### config.mk
export PLATFORM = sky130hd
export DESIGN_NAME = fuzzy_rule_seq
export DESIGN_NICKNAME = d
export VERILOG_FILES = /design/src/rtl/fuzzy_rule_pkg.sv /design/src/rtl/fuzzy_rule_ctrl.sv /design/src/rtl/fuzzy_rule_dpath.sv /design/src/rtl/fuzzy_rule_port.sv /design/src/rtl/fuzzy_rule_seq.sv
export SDC_FILE = /design/constraint.sdc
export NUM_CORES = 1
export LEC_CHECK = 0
export BUFFER_PORTS_ARGS = -buffer_cell sky130_fd_sc_hd__buf_2
export CAP_MARGIN = 20
export CORE_MARGIN = 2
export CORE_UTILIZATION = 58
export DETAILED_ROUTE_END_ITERATION = 8
export GPL_TIMING_DRIVEN = 1
export PLACE_DENSITY = 0.86
export SYNTH_ARGS = -nofsm -noshare
export SYNTH_HDL_FRONTEND = slang
export SYNTH_SLANG_ARGS = --single-unit
export TNS_END_PERCENT = 10
### constraint.sdc
create_clock -name clk_i -period 7.45 [get_ports clk_i]
set_input_delay 1.49 -clock clk_i [delete_from_list [all_inputs] [get_ports clk_i]]
set_output_delay 1.49 -clock clk_i [all_outputs]
set_load 0.02 [all_outputs]
### src/rtl/fuzzy_rule_pkg.sv
package fuzzy_rule_pkg;
  typedef enum logic [2:0] {
    ST_IDLE,
    ST_FETCH,
    ST_WAIT,
    ST_EVAL,
    ST_NEXT,
    ST_APPLY
  } seq_st_e;
endpackage

### src/rtl/fuzzy_rule_ctrl.sv
module fuzzy_rule_ctrl
  import fuzzy_rule_pkg::*;
(
  input  logic    clk_i,
  input  logic    rst_ni,
  input  logic    start_i,
  input  logic    irq_i,
  input  logic    last_pass_i,
  output seq_st_e st_o,
  output logic    done_o,
  output logic    susp_o
);
  seq_st_e st_q, st_d;
  logic    done_d, susp_d;

  always_comb begin
    st_d   = st_q;
    done_d = 1'b0;
    susp_d = 1'b0;
    unique case (st_q)
      ST_IDLE:  if (start_i) st_d = ST_FETCH;
      ST_FETCH: st_d = ST_WAIT;
      ST_WAIT:  st_d = ST_EVAL;
      ST_EVAL: begin
        if (irq_i) begin
          st_d   = ST_IDLE;
          susp_d = 1'b1;
        end else begin
          st_d = ST_NEXT;
        end
      end
      ST_NEXT:  st_d = ST_APPLY;
      ST_APPLY: begin
        if (last_pass_i) begin
          st_d   = ST_IDLE;
          done_d = 1'b1;
        end else begin
          st_d = ST_EVAL;
        end
      end
      default:  st_d = ST_IDLE;
    endcase
  end

  always_ff @(posedge clk_i or negedge rst_ni) begin
    if (!rst_ni) begin
      st_q   <= ST_IDLE;
      done_o <= 1'b0;
      susp_o <= 1'b0;
    end else begin
      st_q   <= st_d;
      done_o <= done_d;
      susp_o <= susp_d;
    end
  end

  assign st_o = st_q;
endmodule

### src/rtl/fuzzy_rule_dpath.sv
module fuzzy_rule_dpath
  import fuzzy_rule_pkg::*;
#(
  parameter int AW = 16,
  parameter int DW = 8
) (
  input  logic          clk_i,
  input  logic          rst_ni,
  input  seq_st_e       st_i,
  input  logic          start_i,
  input  logic          irq_i,
  input  logic [AW-1:0] rule_ptr_i,
  input  logic [AW-1:0] base_ptr_i,
  input  logic [DW-1:0] acc_i,
  input  logic          phase_i,
  input  logic [DW-1:0] rdata_i,
  output logic [AW-1:0] rptr_o,
  output logic [AW-1:0] bptr_o,
  output logic [DW-1:0] acc_o,
  output logic          phase_o,
  output logic [DW-1:0] rd_o,
  output logic [DW-1:0] rx_o
);
  localparam logic [DW-1:0] END_B = '1;
  localparam logic [DW-1:0] SEP_B = {{(DW-1){1'b1}}, 1'b0};
  localparam logic [AW-1:0] ONE   = AW'(1);

  logic [AW-1:0] rptr_q, bptr_q;
  logic [DW-1:0] acc_q, rd_q, rx_q;
  logic          phase_q;
  logic          rx_mark;

  assign rx_mark = (rx_q == END_B) || (rx_q == SEP_B);

  always_ff @(posedge clk_i or negedge rst_ni) begin
    if (!rst_ni) begin
      rptr_q  <= '0;
      bptr_q  <= '0;
      acc_q   <= '1;
      phase_q <= 1'b0;
      rd_q    <= '0;
      rx_q    <= '0;
    end else begin
      // read data is registered: consumed one cycle after it arrives
      rd_q <= rdata_i;
      unique case (st_i)
        ST_IDLE: begin
          if (start_i) begin
            rptr_q  <= rule_ptr_i;
            bptr_q  <= base_ptr_i;
            acc_q   <= acc_i;
            phase_q <= phase_i;
          end
        end
        ST_FETCH: rptr_q <= rptr_q + ONE;
        ST_EVAL: begin
          if (irq_i) begin
            // unconsumed byte must be fetched again on resume
            rptr_q <= rptr_q - ONE;
          end else begin
            rx_q <= rd_q;
            if (rd_q == SEP_B) begin
              phase_q <= ~phase_q;
              if (phase_q) acc_q <= '1;
            end
          end
        end
        ST_NEXT: if (rx_q != END_B) rptr_q <= rptr_q + ONE;
        ST_APPLY: begin
          if (!rx_mark && !phase_q && (rd_q < acc_q)) acc_q <= rd_q;
        end
        default: ;
      endcase
    end
  end

  assign rptr_o  = rptr_q;
  assign bptr_o  = bptr_q;
  assign acc_o   = acc_q;
  assign phase_o = phase_q;
  assign rd_o    = rd_q;
  assign rx_o    = rx_q;
endmodule

### src/rtl/fuzzy_rule_port.sv
module fuzzy_rule_port
  import fuzzy_rule_pkg::*;
#(
  parameter int AW = 16,
  parameter int DW = 8
) (
  input  seq_st_e       st_i,
  input  logic          irq_i,
  input  logic [AW-1:0] rptr_i,
  input  logic [AW-1:0] bptr_i,
  input  logic [DW-1:0] acc_i,
  input  logic          phase_i,
  input  logic [DW-1:0] rd_i,
  input  logic [DW-1:0] rx_i,
  output logic          mem_req_o,
  output logic          mem_we_o,
  output logic [AW-1:0] mem_addr_o,
  output logic [DW-1:0] mem_wdata_o
);
  localparam logic [DW-1:0] END_B = '1;
  localparam logic [DW-1:0] SEP_B = {{(DW-1){1'b1}}, 1'b0};

  logic rd_mark, rx_mark;
  logic [AW-1:0] opnd_new, opnd_old;

  assign rd_mark  = (rd_i == END_B) || (rd_i == SEP_B);
  assign rx_mark  = (rx_i == END_B) || (rx_i == SEP_B);
  assign opnd_new = bptr_i + AW'(rd_i);
  assign opnd_old = bptr_i + AW'(rx_i);

  always_comb begin
    mem_req_o   = 1'b0;
    mem_we_o    = 1'b0;
    mem_addr_o  = '0;
    mem_wdata_o = '0;
    unique case (st_i)
      ST_FETCH: begin
        mem_req_o  = 1'b1;
        mem_addr_o = rptr_i;
      end
      ST_EVAL: begin
        if (!irq_i && !rd_mark) begin
          mem_req_o  = 1'b1;
          mem_addr_o = opnd_new;
        end
      end
      ST_NEXT: begin
        if (rx_i != END_B) begin
          mem_req_o  = 1'b1;
          mem_addr_o = rptr_i;
        end
      end
      ST_APPLY: begin
        if (!rx_mark && phase_i && (rd_i < acc_i)) begin
          mem_req_o   = 1'b1;
          mem_we_o    = 1'b1;
          mem_addr_o  = opnd_old;
          mem_wdata_o = acc_i;
        end
      end
      default: ;
    endcase
  end
endmodule

### src/rtl/fuzzy_rule_seq.sv
module fuzzy_rule_seq
  import fuzzy_rule_pkg::*;
#(
  parameter int AW = 16,
  parameter int DW = 8
) (
  input  logic          clk_i,
  input  logic          rst_ni,
  input  logic          start_i,
  input  logic          irq_i,
  input  logic [AW-1:0] rule_ptr_i,
  input  logic [AW-1:0] base_ptr_i,
  input  logic [DW-1:0] acc_i,
  input  logic          phase_i,
  output logic          busy_o,
  output logic          done_o,
  output logic          susp_o,
  output logic [AW-1:0] rule_ptr_o,
  output logic [AW-1:0] base_ptr_o,
  output logic [DW-1:0] acc_o,
  output logic          phase_o,
  output logic          mem_req_o,
  output logic          mem_we_o,
  output logic [AW-1:0] mem_addr_o,
  output logic [DW-1:0] mem_wdata_o,
  input  logic [DW-1:0] mem_rdata_i
);
  localparam logic [DW-1:0] END_B = '1;

  seq_st_e       st;
  logic [DW-1:0] rd, rx;

  fuzzy_rule_ctrl u_ctrl (
    .clk_i      (clk_i),
    .rst_ni     (rst_ni),
    .start_i    (start_i),
    .irq_i      (irq_i),
    .last_pass_i(rx == END_B),
    .st_o       (st),
    .done_o     (done_o),
    .susp_o     (susp_o)
  );

  fuzzy_rule_dpath #(.AW(AW), .DW(DW)) u_dpath (
    .clk_i     (clk_i),
    .rst_ni    (rst_ni),
    .st_i      (st),
    .start_i   (start_i),
    .irq_i     (irq_i),
    .rule_ptr_i(rule_ptr_i),
    .base_ptr_i(base_ptr_i),
    .acc_i     (acc_i),
    .phase_i   (phase_i),
    .rdata_i   (mem_rdata_i),
    .rptr_o    (rule_ptr_o),
    .bptr_o    (base_ptr_o),
    .acc_o     (acc_o),
    .phase_o   (phase_o),
    .rd_o      (rd),
    .rx_o      (rx)
  );

  fuzzy_rule_port #(.AW(AW), .DW(DW)) u_port (
    .st_i       (st),
    .irq_i      (irq_i),
    .rptr_i     (rule_ptr_o),
    .bptr_i     (base_ptr_o),
    .acc_i      (acc_o),
    .phase_i    (phase_o),
    .rd_i       (rd),
    .rx_i       (rx),
    .mem_req_o  (mem_req_o),
    .mem_we_o   (mem_we_o),
    .mem_addr_o (mem_addr_o),
    .mem_wdata_o(mem_wdata_o)
  );

  assign busy_o = (st != ST_IDLE);
endmodule

-- Word level (Yosys, flattened, before mapping)
Cells that the tools add are included.
- mux-type cells: 33
- $add $sub $neg: 4
- bitwise gates (word level): 2
- reduce and logical (&&, ||, !) cells: 21
- $lt $le $gt $ge: 1
- equal/unequal tests: 17
- operator list (cell ; number):
    $pmux 16 s4 ; 2
    $mux 16 ; 6
    $mux 8 ; 7
    $add 16x8->16 ; 2
    $eq 8x8->1 const B ; 4
    $pmux 8 s3 ; 1
    $pmux 3 s6 ; 1
    $add 16x1->16 const B ; 1
    $sub 16x1->16 const B ; 1
    $mux 1 ; 11
    $lt 8x8->1 ; 1
    $ne 2x1->1 const B ; 4
    $ne 8x8->1 const B ; 1
    $reduce_and 4->1 ; 2
    $eq 3x2->1 const B ; 2
    $eq 3x3->1 const B ; 2
    $mux 3 ; 2
    $ne 2x2->1 const B ; 3
    $reduce_and 6->1 ; 1
    $reduce_bool 3->1 ; 2
    $logic_and 1x1->1 ; 5
    $logic_not 1->1 ; 4
    $pmux 1 s4 ; 1
    $reduce_and 2->1 ; 2
    8 further kinds ; 10
- output and inout bits: 70
- flip-flop bits (word level): 62

-- Longest topological paths before layout
- word-level depth: 7
- gate-level depth with buffers: 14
- depth with buffers taken out: 12

-- Modules after synthesis
From an unflattened synthesis, not the netlist that was laid out.
- cell total of the unflattened synthesis: 601
- area, all modules: 5205.0 µm²
- modules (own cells, without submodules) (module ; instances ; cells an instance ; area an instance (µm²)):
    fuzzy_rule_dpath ; 1 ; 356 ; 3429.5
    fuzzy_rule_port ; 1 ; 223 ; 1552.7
    fuzzy_rule_ctrl ; 1 ; 18 ; 200.2
    fuzzy_rule_seq ; 1 ; 4 ; 22.5

-- Worst setup path before layout
No wires, ideal clock.
- kind: register -> output
- start: register u_dpath.acc_q[5], in the netlist u_dpath.acc_o[5]
- end: output port mem_addr_o[10]
- data arrival time: 2.670 ns
- setup slack: 3.290 ns
- required time: 5.960 ns
- cell stages (with the launch flop): 11
- cells stage by stage: dfstp_2 > inv_1 > ha_1 > a21o_1 > a21o_1 > a211o_1 > a211o_1 > buf_6 > o32ai_2 > a31oi_1 > o21ai_1
- word-level cells in the longest chain between the ends: 4
- RTL lines (item ; RTL line ; text):
    from (decl) ; fuzzy_rule_dpath.sv:29 ; logic [DW-1:0] acc_q, rd_q, rx_q;
    from (signal assigned) ; fuzzy_rule_dpath.sv:51 ; acc_q <= acc_i;
    from (signal assigned) ; fuzzy_rule_dpath.sv:70 ; if (!rx_mark && !phase_q && (rd_q < acc_q)) acc_q <= rd_q;
    $lt 8x8->1 ; fuzzy_rule_port.sv:54 ; if (!rx_mark && phase_i && (rd_i < acc_i)) begin
    $logic_and 1x1->1 ; fuzzy_rule_port.sv:54 ;
    $mux 16 ; fuzzy_rule_port.sv:54 ;
    $pmux 16 s4 ; fuzzy_rule_port.sv:36 ; unique case (st_i)
    to (decl) ; fuzzy_rule_seq.sv:24 ; output logic [AW-1:0] mem_addr_o,
Every way passes these cells.

-- Worst setup path after layout
- start: register u_dpath.acc_q[5], in the netlist u_dpath.acc_o[5]
- end: output port mem_addr_o[11]
Same word-level chain as after synthesis.

==> PnR_summary.wiki <==
{| class="wikitable"
! Metric !! Value
|-
| Remaining Overflow, GRT || 0
|-
| Minimum period implied by the final worst setup slack || between 4000 and 5000 ps
|-
| Crit end category || primary output
|-
| Total of max-cap violations || 0
|-
| CP required || 5960 ps
|-
| Standard cell core area || between 7000 and 8000 µm²
|-
| Nets || roughly 760
|-
| Number of warnings reported in the yosys synthesis log || 0
|-
| Share of async-settable or async-resettable flops after synthesis || 100.0%
|-
| Startpoint of the worst hold path || u_dpath.acc_o[0]
|-
| Number of detailed-routing iterations run before antenna repair || 5
|-
| Overall track demand over capacity in global routing || between 30% and 40%
|-
| Clock Path Buffers || 2
|-
| Die Footprint || around 9000 µm²
|-
| Filler cell count || between 600 and 700
|-
| Share of post-route cells with drive strength above 1 || roughly a quarter
|-
| VDD IR-drop max || ~0.00039 V
|-
| Kind of critical path || flip-flop to primary output
|-
| Vias after detailed routing || roughly 4700
|-
| Number of I/O pins || ~120
|-
| Count of flip-flops with a built-in enable after synthesis || 0
|-
| Placer congestion estimate || a little over 0.9
|-
| Cell row count || 32
|-
| Post-CTS setup buffers || 0
|-
| Area delta synth->final || 18.16%
|-
| Worst EP arrival || roughly 3500 ps
|-
| Via count of the first global-routing pass || around 4500
|-
| CTS H-tree lvls || 3
|-
| Die height || 94.34 µm
|-
| HPWL Detailed || roughly 10000 µm
|-
| Proportion of synthesized chip area in sequential cells || around a third
|-
| Number of unique standard cell types used by synthesis || 59
|-
| Die X-Extent || 94.34 µm
|-
| Final period utilization || 66.91%
|-
| Power Density || around 560 nW/µm²
|-
| Fraction of the mapped netlist area in compound gates || between 20 and 25%
|-
| Routed len/inst || between 15 and 20 µm
|-
| Average footprint of a synthesized cell || roughly 8.5 µm²
|-
| Highest net fanout along the worst path || 20
|-
| Tightest slew margin relative to the limit || between 40% and 50%
|-
| Static Leak || 2.774 nW
|-
| Final Slew Violations || 0
|-
| Final hold violation count || 0
|-
| CP startpoint kind || flip-flop
|-
| TritonCTS buffer count || 9
|-
| DP Worst Slack || between 2000 and 3000 ps
|-
| Sum of routed wire length over all layers || roughly 13000 µm
|-
| Setup repair after global routing missed its margin || no
|-
| Pin count of the biggest net entering global routing || 63
|-
| Post-CTS Hold Buffers || 0
|-
| Number of gates resized after cts || 0
|-
| Starting utilization of the core area || slightly above 60%
|-
| Number of storage elements in the synthesis netlist || 62
|-
| Master cell of the clock root buffer || clkbuf_8
|-
| Via-to-Cell Ratio || between 6 and 7
|-
| Cell area after technology mapping || between 4000 and 5000 µm²
|-
| Global-route wire length before repair || between 20000 and 25000 µm
|-
| Result of the run || completed
|-
| Post-route DRC violation count || 0
|-
| Clock latency on the worst-skew pair || approximately 350 ps
|-
| DR iter-0 viols || ~450
|-
| Number of diodes added for antenna fixing || 0
|-
| Number of antenna violations at the first check in global routing || 0
|-
| Xor and xnor fraction of the mapped netlist area || 6.106%
|-
| Syn Inst Count || around 560
|-
| Dominant combinational cell family by area after synthesis || compound AO/OA/AOI/OAI gates
|-
| Start point of the critical path || u_dpath.acc_o[5]
|-
| Clock-pin slew on the worst setup and hold paths || roughly 70 ps
|-
| Adder-cell share of the synthesized area || approximately 11%
|-
| Clock tree from TritonCTS || done
|-
| Number of routed nets with antenna violations || 0
|-
| Maximum frequency from static timing analysis || 200.6 MHz
|-
| Fraction of the mapped netlist area in simple logic gates || 18.58%
|-
| Quantity of I/O buffers inserted on ports || 122
|-
| Slew at the pin closest to its max-slew limit || between 800 and 900 ps
|-
| Most used DFF post-synth || dfrtp_1
|-
| Max Clock Skew || 11.22 ps
|-
| Min-Delay Path Class || flip-flop to flip-flop
|-
| CTS Sinks || 62
|-
| Setup violation total in the final timing report || 0
|-
| Nets in the synthesized netlist || around 650
|-
| Worst-case setup margin in the final layout || ~2500 ps
|-
| Worst reg2reg path startpoint || u_ctrl.st_o[2]
|-
| Setup TNS || 0 ps
|-
| Multiplexer fraction of the synthesized cell area || under 10%
|}
==> registers in the layout, indices dropped and copies added (netlist names) <==
name / flops
u_dpath.bptr_o: 16
u_dpath.rd_o: 8
u_ctrl.susp_o: 1
u_ctrl.done_o: 1
u_dpath.phase_o: 1
u_dpath.rx_o: 8
u_dpath.acc_o: 8
u_dpath.rptr_o: 16
u_ctrl.st_o: 3
==> cells in the final DEF (no fill, tap or decap), types with 6 or more instances in the layout <==
cell type	n
ha_1	37
dfstp_2	8
nor3_1	9
o21ai_0	33
inv_1	30
nand2b_1	6
a21oi_1	32
a21o_1	13
mux2_2	16
a31oi_1	10
nor2_1	52
clkbuf_8	11
o221ai_1	9
nand2_1	83
nand3_1	16
dfrtp_1	54
xor2_1	11
xnor2_1	22
buf_2	122
==> final timing paths <==
kind / endpoint / slack [ps] / depth (start not counted)
worst min register to register: u_dpath.acc_o[0] / 520 / 2
max in group asynchronous: u_dpath.bptr_o[1] / 5600 / 2
worst min-delay path: u_dpath.acc_o[0] / 520 / 2
worst max-delay path: mem_addr_o[11] / 2460 / 10
min in group asynchronous: u_dpath.bptr_o[9] / 1290 / 2
worst max register to register: u_dpath.rptr_o[12] / 3850 / 11
==> cells in the mapped netlist (3+ instances only) <==
cell type	n	share of area, %
nor3_1	9	0.95
nor2_1	52	4.1
o21a_1	3	0.48
clkbuf_1	16	1.3
o21ai_1	3	0.32
nand2_1	83	6.6
xor2_1	11	2.0
ha_1	37	9.8
and2_1	5	0.66
o221ai_1	9	1.7
mux2_2	16	3.8
nor2b_1	5	0.66
o211ai_1	5	0.79
and3_1	4	0.53
mux2i_1	3	0.63
a211o_1	4	0.74
a21oi_1	32	3.4
xnor2_1	22	4.1
nand2b_1	6	0.79
o22ai_1	6	0.79
or3_1	4	0.53
dfrtp_1	54	29
buf_2	7	0.74
nand4_1	5	0.66
a31oi_1	10	1.3
fa_1	3	1.3
dfstp_2	8	4.4
a21o_1	13	2.1
mux2_4	5	1.6
nand3_1	16	1.7
a22oi_1	4	0.63
inv_1	30	2.4
o21ai_0	33	3.5
==> report_power, final <==
group | switching [mW] | internal, mW
Clock | 0.141 | 0.138
Sequential | 0.205 | 0.501
Combinational | 1.28 | 0.891
Total | 1.63 | 1.53
==> logic make-up after synthesis <==
group,after synthesis
flip-flops,62
buffers and inverters,56
AO/OA/AOI/OAI,146
XOR/XNOR,33
multiplexers,24
adder cells (fa/ha/maj),40
AND/OR/NAND/NOR,198
==> layout make-up <==
type	instances	area (µm²)	share of cell area, %
Clock inverter	5	31.28	0.5593
Sequential cell	62	1562	27.92
Clock buffer	11	151.4	2.707
Inverter	31	116.4	2.081
Tap cell	102	127.6	2.282
Timing Repair Buffer	126	660.6	11.81
Multi-Input combinational cell	441	2944	52.64
==> critical path, cell delays in order, from the launching register on <==
cell,delay (ps)
dfstp_2,550
inv_1,60
ha_1,310
a21o_1,120
a21o_1,110
a211o_1,140
a211o_1,590
clkinv_1,490
a221o_1,420
a22o_1,210
buf_2,160
==> per-layer routing <==
metal	global-route usage [%]	share of wire, %	routed length (µm)
met5	0	0	0
met4	10.63	2.2	295
met3	4.709	6.7	897
met2	50.71	49	6576
met1	40.28	42	5543
==> through the flow <==
step | power [mW] | area, µm² | utilization [%] | instances | hold WS (ps)
after floorplan | 2.294 | 4733 | - | 559 | 471.6
after global placement | 2.728 | 5383 | 68.94 | 761 | 489.1
after detailed placement | 2.808 | 5383 | 68.94 | 761 | 512.7
after CTS | 3.108 | 5565 | 71.28 | 777 | 524.3
after global routing | 3.410 | 5593 | 71.63 | 778 | 549.6
final | 3.155 | 5593 | 71.63 | 778 | 523.3
(Power assumes the default switching activity.)
